## config.mk

```make
export PLATFORM = sky130hd
export DESIGN_NAME = irq_stack_loader
export DESIGN_NICKNAME = d
export VERILOG_FILES = /design/src/rtl/irqs_pkg.sv /design/src/rtl/irqs_arb.sv /design/src/rtl/irqs_fifo.sv /design/src/rtl/irq_stack_loader.sv
export SDC_FILE = /design/constraint.sdc
export NUM_CORES = 1
export LEC_CHECK = 0
export BUFFER_PORTS_ARGS = -buffer_cell sky130_fd_sc_hd__buf_4
export CORE_ASPECT_RATIO = 0.8
export CORE_MARGIN = 10
export CORE_UTILIZATION = 55
export DETAILED_ROUTE_END_ITERATION = 10
export PLACE_DENSITY = 0.84
export SLEW_MARGIN = 20
export SYNTH_ARGS = -nofsm -noshare
export SYNTH_HDL_FRONTEND = slang
export SYNTH_SLANG_ARGS = --single-unit
```

## constraint.sdc

```tcl
create_clock -name clk -period 7.3 [get_ports clk]
set_clock_uncertainty 0.05 [all_clocks]
set_input_delay 2.19 -clock clk [delete_from_list [all_inputs] [get_ports clk]]
set_output_delay 2.19 -clock clk [all_outputs]
set_load 0.02 [all_outputs]
```

## src/rtl/irqs_pkg.sv

```systemverilog
package irqs_pkg;
    localparam int SRC_N  = 8;
    localparam int CMD_N  = 5;
    localparam int IDX_W  = 3;
    localparam logic [11:0] ID_CODE = 12'hC08;

    typedef enum logic [IDX_W-1:0] {
        SRC_EOC_CMD  = 3'd0,
        SRC_M4       = 3'd1,
        SRC_M56      = 3'd2,
        SRC_ACT      = 3'd3,
        SRC_STATUS   = 3'd4,
        SRC_EOC_EVT  = 3'd5,
        SRC_BEC      = 3'd6,
        SRC_ID       = 3'd7
    } src_e;
endpackage

```

## src/rtl/irqs_arb.sv

```systemverilog
module irqs_arb #(
    parameter int N  = 8,
    parameter int IW = 3
) (
    input  logic [N-1:0]  req,
    output logic [N-1:0]  grant,
    output logic [IW-1:0] idx,
    output logic          any
);
    logic [N:0] seen;

    assign seen[0] = 1'b0;

    genvar gi;
    generate
        for (gi = 0; gi < N; gi++) begin : g_chain
            assign grant[gi]  = req[gi] & ~seen[gi];
            assign seen[gi+1] = seen[gi] | req[gi];
        end
    endgenerate

    assign any = seen[N];

    always_comb begin
        idx = '0;
        for (int i = N - 1; i >= 0; i--) begin
            if (req[i]) idx = IW'(i);
        end
    end
endmodule

```

## src/rtl/irqs_fifo.sv

```systemverilog
module irqs_fifo #(
    parameter int DEPTH = 8,
    parameter int DW    = 16
) (
    input  logic          clk,
    input  logic          rst_n,
    input  logic          clr,
    input  logic          push,
    input  logic [DW-1:0] din,
    input  logic          pop,
    output logic [DW-1:0] dout,
    output logic          empty,
    output logic          full,
    output logic          drop
);
    localparam int AW = (DEPTH > 1) ? $clog2(DEPTH) : 1;
    localparam int CW = $clog2(DEPTH + 1);

    typedef struct packed {
        logic [DEPTH-1:0][DW-1:0] mem;
        logic [AW-1:0]            wr;
        logic [AW-1:0]            rd;
        logic [CW-1:0]            cnt;
    } fifo_t;

    fifo_t q, d;
    logic do_push, do_pop;

    function automatic logic [AW-1:0] bump(input logic [AW-1:0] p);
        return (p == AW'(DEPTH - 1)) ? '0 : p + AW'(1);
    endfunction

    always_comb begin
        d       = q;
        do_pop  = pop && (q.cnt != '0);
        do_push = push && ((q.cnt != CW'(DEPTH)) || do_pop);
        drop    = push && !do_push;
        if (do_push) begin
            d.mem[q.wr] = din;
            d.wr        = bump(q.wr);
        end
        if (do_pop) begin
            d.rd = bump(q.rd);
        end
        case ({do_push, do_pop})
            2'b10:   d.cnt = q.cnt + CW'(1);
            2'b01:   d.cnt = q.cnt - CW'(1);
            default: d.cnt = q.cnt;
        endcase
        if (clr) begin
            d.wr  = '0;
            d.rd  = '0;
            d.cnt = '0;
            drop  = 1'b0;
        end
    end

    always_ff @(posedge clk or negedge rst_n) begin
        if (!rst_n) q <= '0;
        else        q <= d;
    end

    assign dout  = q.mem[q.rd];
    assign empty = (q.cnt == '0);
    assign full  = (q.cnt == CW'(DEPTH));
endmodule

```

## src/rtl/irq_stack_loader.sv

```systemverilog
module irq_stack_loader #(
    parameter int DEPTH  = 8,
    parameter int WORD_W = 12,
    parameter int TAG_W  = 4,
    parameter int CNT_W  = 12
) (
    input  logic              clk,
    input  logic              rst_n,
    input  logic              cmd_wr,
    input  logic [5:0]        cmd_bits,
    input  logic [WORD_W-1:0] reg_eoc,
    input  logic [WORD_W-1:0] reg_m4,
    input  logic [WORD_W-1:0] reg_m56,
    input  logic [WORD_W-1:0] reg_act,
    input  logic [WORD_W-1:0] reg_status,
    input  logic              line_synced,
    input  logic              eoc_new,
    input  logic [CNT_W-1:0]  bec_count,
    input  logic [CNT_W-1:0]  bec_limit,
    input  logic              id_read,
    input  logic              pop,
    output logic [WORD_W-1:0] out_word,
    output logic [TAG_W-1:0]  out_tag,
    output logic              irq,
    output logic              overflow,
    output logic              power_down
);
    import irqs_pkg::*;

    localparam int ENTRY_W = WORD_W + TAG_W;

    typedef struct packed {
        logic [SRC_N-1:0] pend;
        logic             reached;
        logic             ovf;
        logic             pd;
    } ctl_t;

    ctl_t q, d;

    logic [SRC_N-1:0]   grant;
    logic [SRC_N-1:0]   new_req;
    logic [IDX_W-1:0]   sel;
    logic               push;
    logic               rst_cmd;
    logic               reached_now;
    logic [WORD_W-1:0]  push_word;
    logic [ENTRY_W-1:0] push_entry;
    logic [ENTRY_W-1:0] head;
    logic               fifo_empty;
    logic               fifo_full;
    logic               fifo_drop;
    logic [SRC_N-1:0]   pend_now;

    irqs_arb #(.N(SRC_N), .IW(IDX_W)) u_arb (
        .req   (q.pend),
        .grant (grant),
        .idx   (sel),
        .any   (push)
    );

    always_comb begin
        case (src_e'(sel))
            SRC_EOC_CMD: push_word = reg_eoc;
            SRC_M4:      push_word = reg_m4;
            SRC_M56:     push_word = reg_m56;
            SRC_ACT:     push_word = reg_act;
            SRC_STATUS:  push_word = reg_status;
            SRC_EOC_EVT: push_word = reg_eoc;
            SRC_BEC:     push_word = WORD_W'(bec_count);
            default:     push_word = WORD_W'(ID_CODE);
        endcase
        push_entry = {TAG_W'(sel) + TAG_W'(1), push_word};
    end

    always_comb begin
        d           = q;
        rst_cmd     = cmd_wr && cmd_bits[5];
        reached_now = (bec_limit != '0) && (bec_count >= bec_limit);
        new_req     = '0;
        if (cmd_wr && !rst_cmd) begin
            new_req[CMD_N-1:0] = cmd_bits[CMD_N-1:0];
        end
        new_req[SRC_EOC_EVT] = eoc_new && line_synced;
        new_req[SRC_BEC]     = reached_now && !q.reached;
        new_req[SRC_ID]      = id_read;

        d.reached = reached_now;
        d.pend    = (q.pend & ~grant) | new_req;
        d.ovf     = q.ovf | fifo_drop;
        if (cmd_wr) begin
            d.pd = rst_cmd;
        end
        if (rst_cmd) begin
            d.pend = '0;
            d.ovf  = 1'b0;
        end
    end

    always_ff @(posedge clk or negedge rst_n) begin
        if (!rst_n) q <= '0;
        else        q <= d;
    end

    irqs_fifo #(.DEPTH(DEPTH), .DW(ENTRY_W)) u_fifo (
        .clk   (clk),
        .rst_n (rst_n),
        .clr   (rst_cmd),
        .push  (push),
        .din   (push_entry),
        .pop   (pop),
        .dout  (head),
        .empty (fifo_empty),
        .full  (fifo_full),
        .drop  (fifo_drop)
    );

    assign pend_now   = q.pend;
    assign out_word   = head[WORD_W-1:0];
    assign out_tag    = head[ENTRY_W-1:WORD_W];
    assign irq        = !fifo_empty;
    assign overflow   = q.ovf;
    assign power_down = q.pd;
endmodule

```

==> run summary, run 1 <==
After synthesis, the mean cell area works out to 11.0 µm². The total global-route track usage came out at 21.6%. The number of flip-flops and latches in the synthesized netlist came out at 149.

Counting instances in the post-synthesis netlist gives the leading cell types as dfrtp_1 (149), nand2_1 (126), o21ai_0 (90), mux2_2 (48), mux4_2 (32). The length of the first detailed-routing pass in iterations is 6. Compared with the post-synthesis result, the final layout area differs by 19.7%.

Of all nets on the critical path, the largest fanout is 18. The type of origin of the critical path is a flop. In this run the static leakage power is 4.18 nW. The detailed-placement wirelength estimate is 14,600 µm. The initial cell density of the core came out at 56.6%. The dominant cell type by count on the critical path is buf_4. Dividing the detail-routed via count by the number of cells gives 6.22. The total global routing overflow is 0. The net count after synthesis came out at 827.

The detailed-route DRC error count came out at 0. For this run, the number of Yosys warnings is 0. The gate count of the mapped netlist is 707. The number of primary I/O pins is 116. The routed wire length per instance came out at 21.2 µm. For this design the ratio of total power to cell area is 428 nW/µm².

The floorplan step defined a die boundary enclosing 19,300 µm². The insertion delay of the later-clocked pin in the worst-skew pair is 0.42 ns. Detailed routing placed a total of 10,400 µm of wire on met2.

In the post-synthesis netlist, the cell with the most instances is dfrtp_1. The share of the Yosys chip area taken by registers is 48.1%. The area used by sequential logic in the layout is 3730 µm². The transition at the pin with the smallest max-transition slack came out at 1.09 ns. The clock passes through at most 2 buffers. The worst hold path cell count is 1. The overall routed net length is 21,000 µm. The region available for standard cell placement spans 13,700 µm². The post-synthesis async set-or-reset flop share is 100%. TritonCTS built the clock tree. The final net count is 919. The biggest area contributor in the post-synthesis netlist is dfrtp_1. The multi-input logic area came out at 3700 µm². The standard-cell row count came out at 38. The critical path in this run is classified as flop to output pin.

The depth of the CTS H-tree came out at 4. The routed length on met1 came out at 8300 µm. Setup repair after global routing left no endpoint under its margin. The post-route setup TNS is 0 ns. The weighted congestion reported at the end of routability-driven placement came out at 0.869. In this run, CTS created clock tree buffers numbering 17. The DRC marker count from the first detailed-route iteration came out at 499. At the worst endpoint, the arrival time is 2.63 ns.

The number of vias in the routed layout is 6,175. For this design, the sink count on the clock tree is 149. Signal routing reaches up to met4. The maximum number of pins on one net before global-route repair is 82.

The number of enable-type register cells in the synthesized netlist is 0. The clock transition time at the flip-flop clock pins of the worst setup and hold paths is 0.06 ns. Among all stages on the critical path, the largest delay is contributed by dfrtp_2. The first-pass GRT wire length came out at 34,100 µm.

The number of antenna violations at the first check in global routing was 0. The total count of hold-check failures in the final report is 0. The area share of the largest cell type after synthesis came out at 48.1%. The die width came out at 153 µm.

The number of stages on the worst setup path is 4. The fraction of final layout cells with drive strength greater than 1 is 32.1%. In this run the clock root is driven by a clkbuf_16. In this run the vertical extent of the chip is 126 µm. The logic depth of the worst register-to-register path is 7. Summing internal, switching and leakage power gives 3.97 mW. STA classifies the critical path endpoint as an output pin.

The highest clock frequency the design can meet came out at 205 MHz. The critical path contains buffers and inverters numbering 2 combined. In this run the worst hold path is classified as flop to flop. The number of I/O port buffers is 115. The relative max-transition margin came out at 27.2%.

The netlist uses 51 different library cells. The final count of pins violating max slew came out at 0. The kind of cell with the highest combined delay along the critical path is multiplexers. The commonest register cell after synthesis is dfrtp_1. The number of max-cap violations came out at 0. The amount of wire on met3 after detailed routing is 1860 µm. The peak supply drop came out at 0.000239 V. The number of filler cells placed in the layout came out at 962. The final critical path time including I/O delays and setup came out at 4.87 ns. The post-CTS setup repair buffer count came out at 0. After clock tree synthesis, the repair step resized 0 gates. The antenna diode count came out at 0. The required arrival time at the worst endpoint came out at 5.06 ns. On the worst path, the slowest cell contributes a delay of 0.72 ns. The synthesized netlist occupies a cell area of 7750 µm². The number of nets still failing antenna checks after routing came out at 0.

The final count of negative-setup-slack endpoints is 0. In the finished design, the share of the clock period the worst path needs comes to 66.8%. By area the synthesized netlist is led by dfrtp_1 (48%), mux4_2 (9.3%), mux2_2 (7.0%). Walking the worst path, the cells encountered are buf_4 -> mux4_2 -> mux2_2 -> buf_4. The number of global-route vias before repair is 6,620.

The post-cts hold buffer count is 0. The run finished with clean final reports.
-- logic make-up (layout without fill, tap and decap cells) --
family	after synthesis	in the layout	share of synthesized area [%]
AO/OA/AOI/OAI	174	174	14.0
XOR/XNOR	3	3	0.339
adder cells (fa/ha/maj)	23	23	3.81
buffers and inverters	67	172	4.44
flip-flops	149	149	48.1
multiplexers	88	88	17.3
AND/OR/NAND/NOR	203	203	12.0
-- per-stage QoR --
step                cells  utilization (%)  worst slack [ns]  area [µm²]  hold slack (ns)
finish                992             67.8              2.43        9290            0.396
global route          992             67.8              2.26        9290            0.405
CTS                   991             67.7              2.35        9260            0.393
detailed placement    959             62.9              2.21        8620            0.386
global placement      959             62.9              2.33        8620            0.373
floorplan             707                -              2.98        7750            0.359
-- per-layer routing --
layer	vias up	track usage, %
li1	2768	-
met4	0	6.66
met3	38	8.61
met5	-	0
met2	280	37.1
met1	3089	24.4
-- cell type report --
| cell class | count | share of cell area, % |
|---|---|---|
| clock buffers | 18 | 4.73 |
| repair buffers | 120 | 9.78 |
| inverters | 20 | 0.809 |
| clock inverters | 14 | 2.24 |
| well taps | 180 | 2.43 |
| multi-input cells | 491 | 39.8 |
| flip-flops and latches | 149 | 40.2 |
-- final timing paths --
path                                         start                       end  slack [ns]
setup / recovery           u_fifo.q[4]$_DFFE_PN0P_                out_tag[1]        2.43
min in group asynchronous                    rst_n     pend_now[0]$_DFF_PN0_        1.73
hold / removal                      q[2]$_DFF_PN0_     pend_now[6]$_DFF_PN0_        0.40
max in group asynchronous                    rst_n  u_fifo.q[50]$_DFFE_PN0P_        4.12
setup reg to reg             pend_now[2]$_DFF_PN0_  u_fifo.q[58]$_DFFE_PN0P_        3.52
hold reg to reg                     q[2]$_DFF_PN0_     pend_now[6]$_DFF_PN0_        0.40
-- registers in the layout (all words and copies together), names as in the netlist --
name,count
overflow,1
pend_now,8
power_down,1
q,1
u_fifo.q,138
-- cell usage in the layout (no fill, tap or decap), types with 3 or more instances in the layout --
master	instances
or3_2	3
xnor2_1	3
a211oi_1	3
a221oi_1	4
nor3_1	12
a31oi_1	9
buf_4	118
nand3_2	4
o2111ai_2	3
inv_1	20
clkinv_2	5
dfrtp_1	147
mux4_2	32
o2111a_1	5
ha_1	22
and4_1	4
nand3_1	10
nor4_1	3
nand2_2	3
a222oi_1	6
nor2_1	19
nand2_1	124
o21ai_0	90
or4_1	6
a21oi_1	17
o21ai_2	9
mux2_2	48
clkbuf_16	17
bufinv_16	5
o21ai_1	7
a22oi_1	11
nor2b_1	6
mux2i_1	8
-- power breakdown --
group,internal [mW],total (mW),switching [mW]
registers,1.18,1.46,0.278
logic,0.728,1.56,0.834
clock network,0.612,0.953,0.340
Note: power is estimated with default switching activity, not from simulation.
==> run 2, diff against run 1 <==
--- a/config.mk
+++ b/config.mk
@@ -5,6 +5,7 @@
 export SDC_FILE = /design/constraint.sdc
 export NUM_CORES = 1
 export LEC_CHECK = 0
+export ABC_AREA = 1
 export BUFFER_PORTS_ARGS = -buffer_cell sky130_fd_sc_hd__buf_4
 export CORE_ASPECT_RATIO = 0.8
 export CORE_MARGIN = 10
==> constraint.sdc (replaced) <==
create_clock -name clk -period 4.8 [get_ports clk]
set_clock_uncertainty 0.05 [all_clocks]
set_input_delay 1.44 -clock clk [delete_from_list [all_inputs] [get_ports clk]]
set_output_delay 1.44 -clock clk [all_outputs]
set_load 0.02 [all_outputs]
==> run 2 against run 1 <==
Net effect: setup slack worse by 1.4 ns; combinational power rose by 85%; largest cell class is now multi-input combinational cells; wire length increased by 15%.
==> run summary, run 2 <==
The peak supply drop is 0.000359 V. Counting flops with a built-in enable in the synthesized netlist gives 0. The critical path starts at u_fifo.q[5]$_DFFE_PN0P_. The post-route setup TNS came out at 0 ns. The internal portion of total power is 3.53 mW. The final count of pins violating max slew came to 0. The clock tree from TritonCTS is built. The post-place setup slack came out at 1.40 ns. In this run the remaining antenna-violating nets after routing total 0. In this run the critical register-to-register path is launched from pend_now[6]$_DFF_PN0_. The height of the die is 129 µm.

The total global routing overflow came out at 0. Summed over all nets, the half-perimeter wirelength after detailed placement is 16,600 µm. The most common cell after layout, fill and taps aside is nand2_1. The insertion delay of the later-clocked pin in the worst-skew pair came out at 0.44 ns.

The number of max-cap violations came out at 0. The part of the cycle the worst path needs came out at 79.6%. The final critical path time including I/O delays and setup came out at 3.82 ns.

In this run the standard cell core region covers 14,500 µm². The required arrival time at the worst endpoint is 3.31 ns. The critical path is of the flop to output pin type. The post-synthesis cell area came out at 8230 µm².

The initial cell density of the core is 56.8%. The final count of negative-setup-slack endpoints is 0. The fraction of the yosys area taken by sequential cells is 45.3%. Synthesis produced a netlist whose cell count is 1,097. Setup repair after global routing left no endpoint under its margin.

During placement, the flow inserted port buffers numbering 115. The net switching component of the power came out at 2.75 mW. In the synthesized netlist the async set-or-reset flop fraction comes to 100%.

A synthesized cell averages 7.50 µm². The fraction of the core area covered by cells at the end of the flow is 67.0%. The power per standard cell area is 648 nW/µm². The share of total power in combinational logic is 45.9%.

The destination of the worst register-to-register timing path is u_fifo.q[26]$_DFFE_PN0P_. The maximum number of pins on one net before global-route repair came out at 95. STA classifies the critical path startpoint as a flop. Of the total power, the clock network draws 20.2%. The relative max-transition margin came out at 37.9%. By instance count, the leading cell after synthesis is nand2_1. The root buffer cell is clkbuf_16. The synthesis-to-finish area growth came out at 17.9%. The number of distinct library cells after synthesis is 37.

The net count after synthesis came out at 1,217. The fraction of final layout cells with drive strength greater than 1 is 16.9%. The full die area is 20,300 µm².

The floorplan has 39 rows. The final net count is 1,308. The register share of total power came out at 33.9%.

Ranked by total cell area, the synthesized netlist is headed by dfrtp_1 (45%), nand2_1 (20%), o21ai_0 (6.5%). The run finished with clean final reports. In this run the static leakage power is 5.07 nW. The first global-routing pass estimated 38,800 µm of wire. In the layout the commonest cells are nand2_1 (439), dfrtp_1 (148), buf_4 (124). The worst register-to-register path has a setup slack of 1.63 ns. The register with the most flip-flops in the layout has 138 of them. For the pin with the worst max-slew slack, the measured transition is 0.931 ns.

The kind of capture point of the worst setup path is an output pin. The routed wire length per instance came out at 17.4 µm. The number of buffers on the longest clock path came out at 2.

The total count of hold-check failures in the final report is 0. In this run, post-CTS hold repair placed 0 buffers. In the routed design, unresolved DRC markers number 0. The switching part of the total power came out at 43.8%. The length of the first detailed-routing pass in iterations is 5. Leaving out filler cells and counting taps, the final layout contains 1,385. The register with the most flip-flops is u_fifo.q. The cell count after placement is 1,353.

The number of sinks on the clock net is 149. In the synthesized netlist the dominant register cell turns out to be dfrtp_1. The area share of the largest cell type after synthesis came out at 45.3%.

Summed over all instances, the cell type with the most area after synthesis is dfrtp_1. The number of antenna violations at the first check in global routing is 0. The number of vias in the routed layout came out at 7,790. The number of global-route vias before repair came to 7,717. The highest clock frequency the design can meet is 262 MHz.

The number of gates resized after CTS was 0. The die width came out at 157 µm. The logic depth of the worst register-to-register path is 16.

The number of warnings issued by yosys is 0. The overall routed net length came out at 24,200 µm. The commonest cells after synthesis are nand2_1 (439), dfrtp_1 (149), nor2_1 (114), o21ai_0 (107), inv_1 (64). The largest fanout on the critical path came out at 20. The worst path meets setup with 0.981 ns of slack. The number of filler cells placed in the layout came out at 1,145.

The weighted congestion reported at the end of routability-driven placement is 0.892. In the routed layout, each cell is associated on average with a via count of 5.62. In this run the post-CTS setup repair buffer count came out at 0. The type of the most critical hold path is flop to flop. The H-tree was split into 4 levels. The antenna diode count is 0.

The arrival time reported for the critical path endpoint came out at 2.33 ns. The TritonCTS buffer count is 17. After the first detailed-routing iteration, the DRC count stood at 860.

The number of flip-flops and latches in the synthesized netlist came out at 149. The last element of the critical path is out_word[0]. 116 I/O pins were placed. In the global route stage, overall resource usage came out at 24.2%. Clock-pin slew was measured on the worst setup and hold paths at 0.06 ns.
[run 2: changes by cell type after synthesis, moves of 9 or more]
cell     change
nand4_1     +22
o21ai_0     +17
o22ai_1     +14
inv_2       +10
nand2_1    +313
inv_1       +44
o21ai_2      -9
nor3_1      -12
mux2_2      -48
a22oi_1     -11
buf_2       +12
mux4_2      -32
nor2_1      +95
[run 2: worst min path at each step]
| stage | startpoint | endpoint | slack (ns) | cells past startpoint |
|---|---|---|---|---|
| after detailed placement | u_fifo.q[37]$_DFFE_PN0P_ | u_fifo.q[37]$_DFFE_PN0P_ | 0.41 | 2 |
| after global placement | u_fifo.q[33]$_DFFE_PN0P_ | u_fifo.q[33]$_DFFE_PN0P_ | 0.41 | 2 |
| after global routing | u_fifo.q[29]$_DFFE_PN0P_ | u_fifo.q[29]$_DFFE_PN0P_ | 0.44 | 2 |
| final | u_fifo.q[29]$_DFFE_PN0P_ | u_fifo.q[29]$_DFFE_PN0P_ | 0.43 | 2 |
| after floorplan | u_fifo.q[109]$_DFFE_PN0P_ | u_fifo.q[109]$_DFFE_PN0P_ | 0.39 | 2 |
| after CTS | u_fifo.q[37]$_DFFE_PN0P_ | u_fifo.q[37]$_DFFE_PN0P_ | 0.43 | 2 |
[run 2: final cells by class]
| cell class | count | area (µm²) | share of cell area, % |
|---|---|---|---|
| Clock buffer | 20 | 457 | 4.71 |
| Clock inverter | 12 | 106 | 1.10 |
| Inverter | 76 | 288 | 2.97 |
| Multi-Input combinational cell | 819 | 3950 | 40.7 |
| Sequential cell | 149 | 3730 | 38.4 |
| Tap cell | 184 | 230 | 2.37 |
| Timing Repair Buffer | 125 | 942 | 9.71 |
[run 2: worst max-delay path: stages (launching register included)]
cell and delay [ns]:
dfrtp_1 0.37, inv_1 0.49, buf_4 0.32, o21ai_0 0.11, o22ai_1 0.14, nor2_1 0.06
a31oi_1 0.21, buf_4 0.18
[run 2: cells by family after synthesis]
family / count (synthesis) / share of synthesized area [%]
AO/OA/AOI/OAI: 168 / 11.0
XOR/XNOR: 1 / 0.106
adder cells (fa/ha/maj): 23 / 3.59
buffers and inverters: 129 / 6.70
flip-flops: 149 / 45.3
AND/OR/NAND/NOR: 627 / 33.3
[run 2: routing by layer]
| metal | GRT usage [%] | part of all wire (%) |
|---|---|---|
| met5 | 0 | 0 |
| met4 | 8.98 | 2.6 |
| met3 | 10.1 | 12 |
| met2 | 37.3 | 44 |
| met1 | 30.0 | 41 |
[run 2: per-stage QoR]
step / area (µm²) / hold slack [ns] / total power [mW]
after floorplan: 8230 / 0.394 / 4.02
after global placement: 9140 / 0.406 / 4.87
after detailed placement: 9140 / 0.410 / 4.95
after CTS: 9700 / 0.427 / 6.26
after global routing: 9700 / 0.440 / 6.71
final: 9700 / 0.429 / 6.29
[run 2: power by group through the flow]
stage | Combinational, mW | Clock (mW) | Sequential [mW]
3_5_place_dp | 2.84 | 0 | 2.12
4_1_cts | 2.86 | 1.28 | 2.11
5_1_grt | 3.20 | 1.34 | 2.18
6_report | 2.88 | 1.27 | 2.13
3_3_place_gp | 2.76 | 0 | 2.11
2_1_floorplan | 2.00 | 0 | 2.03
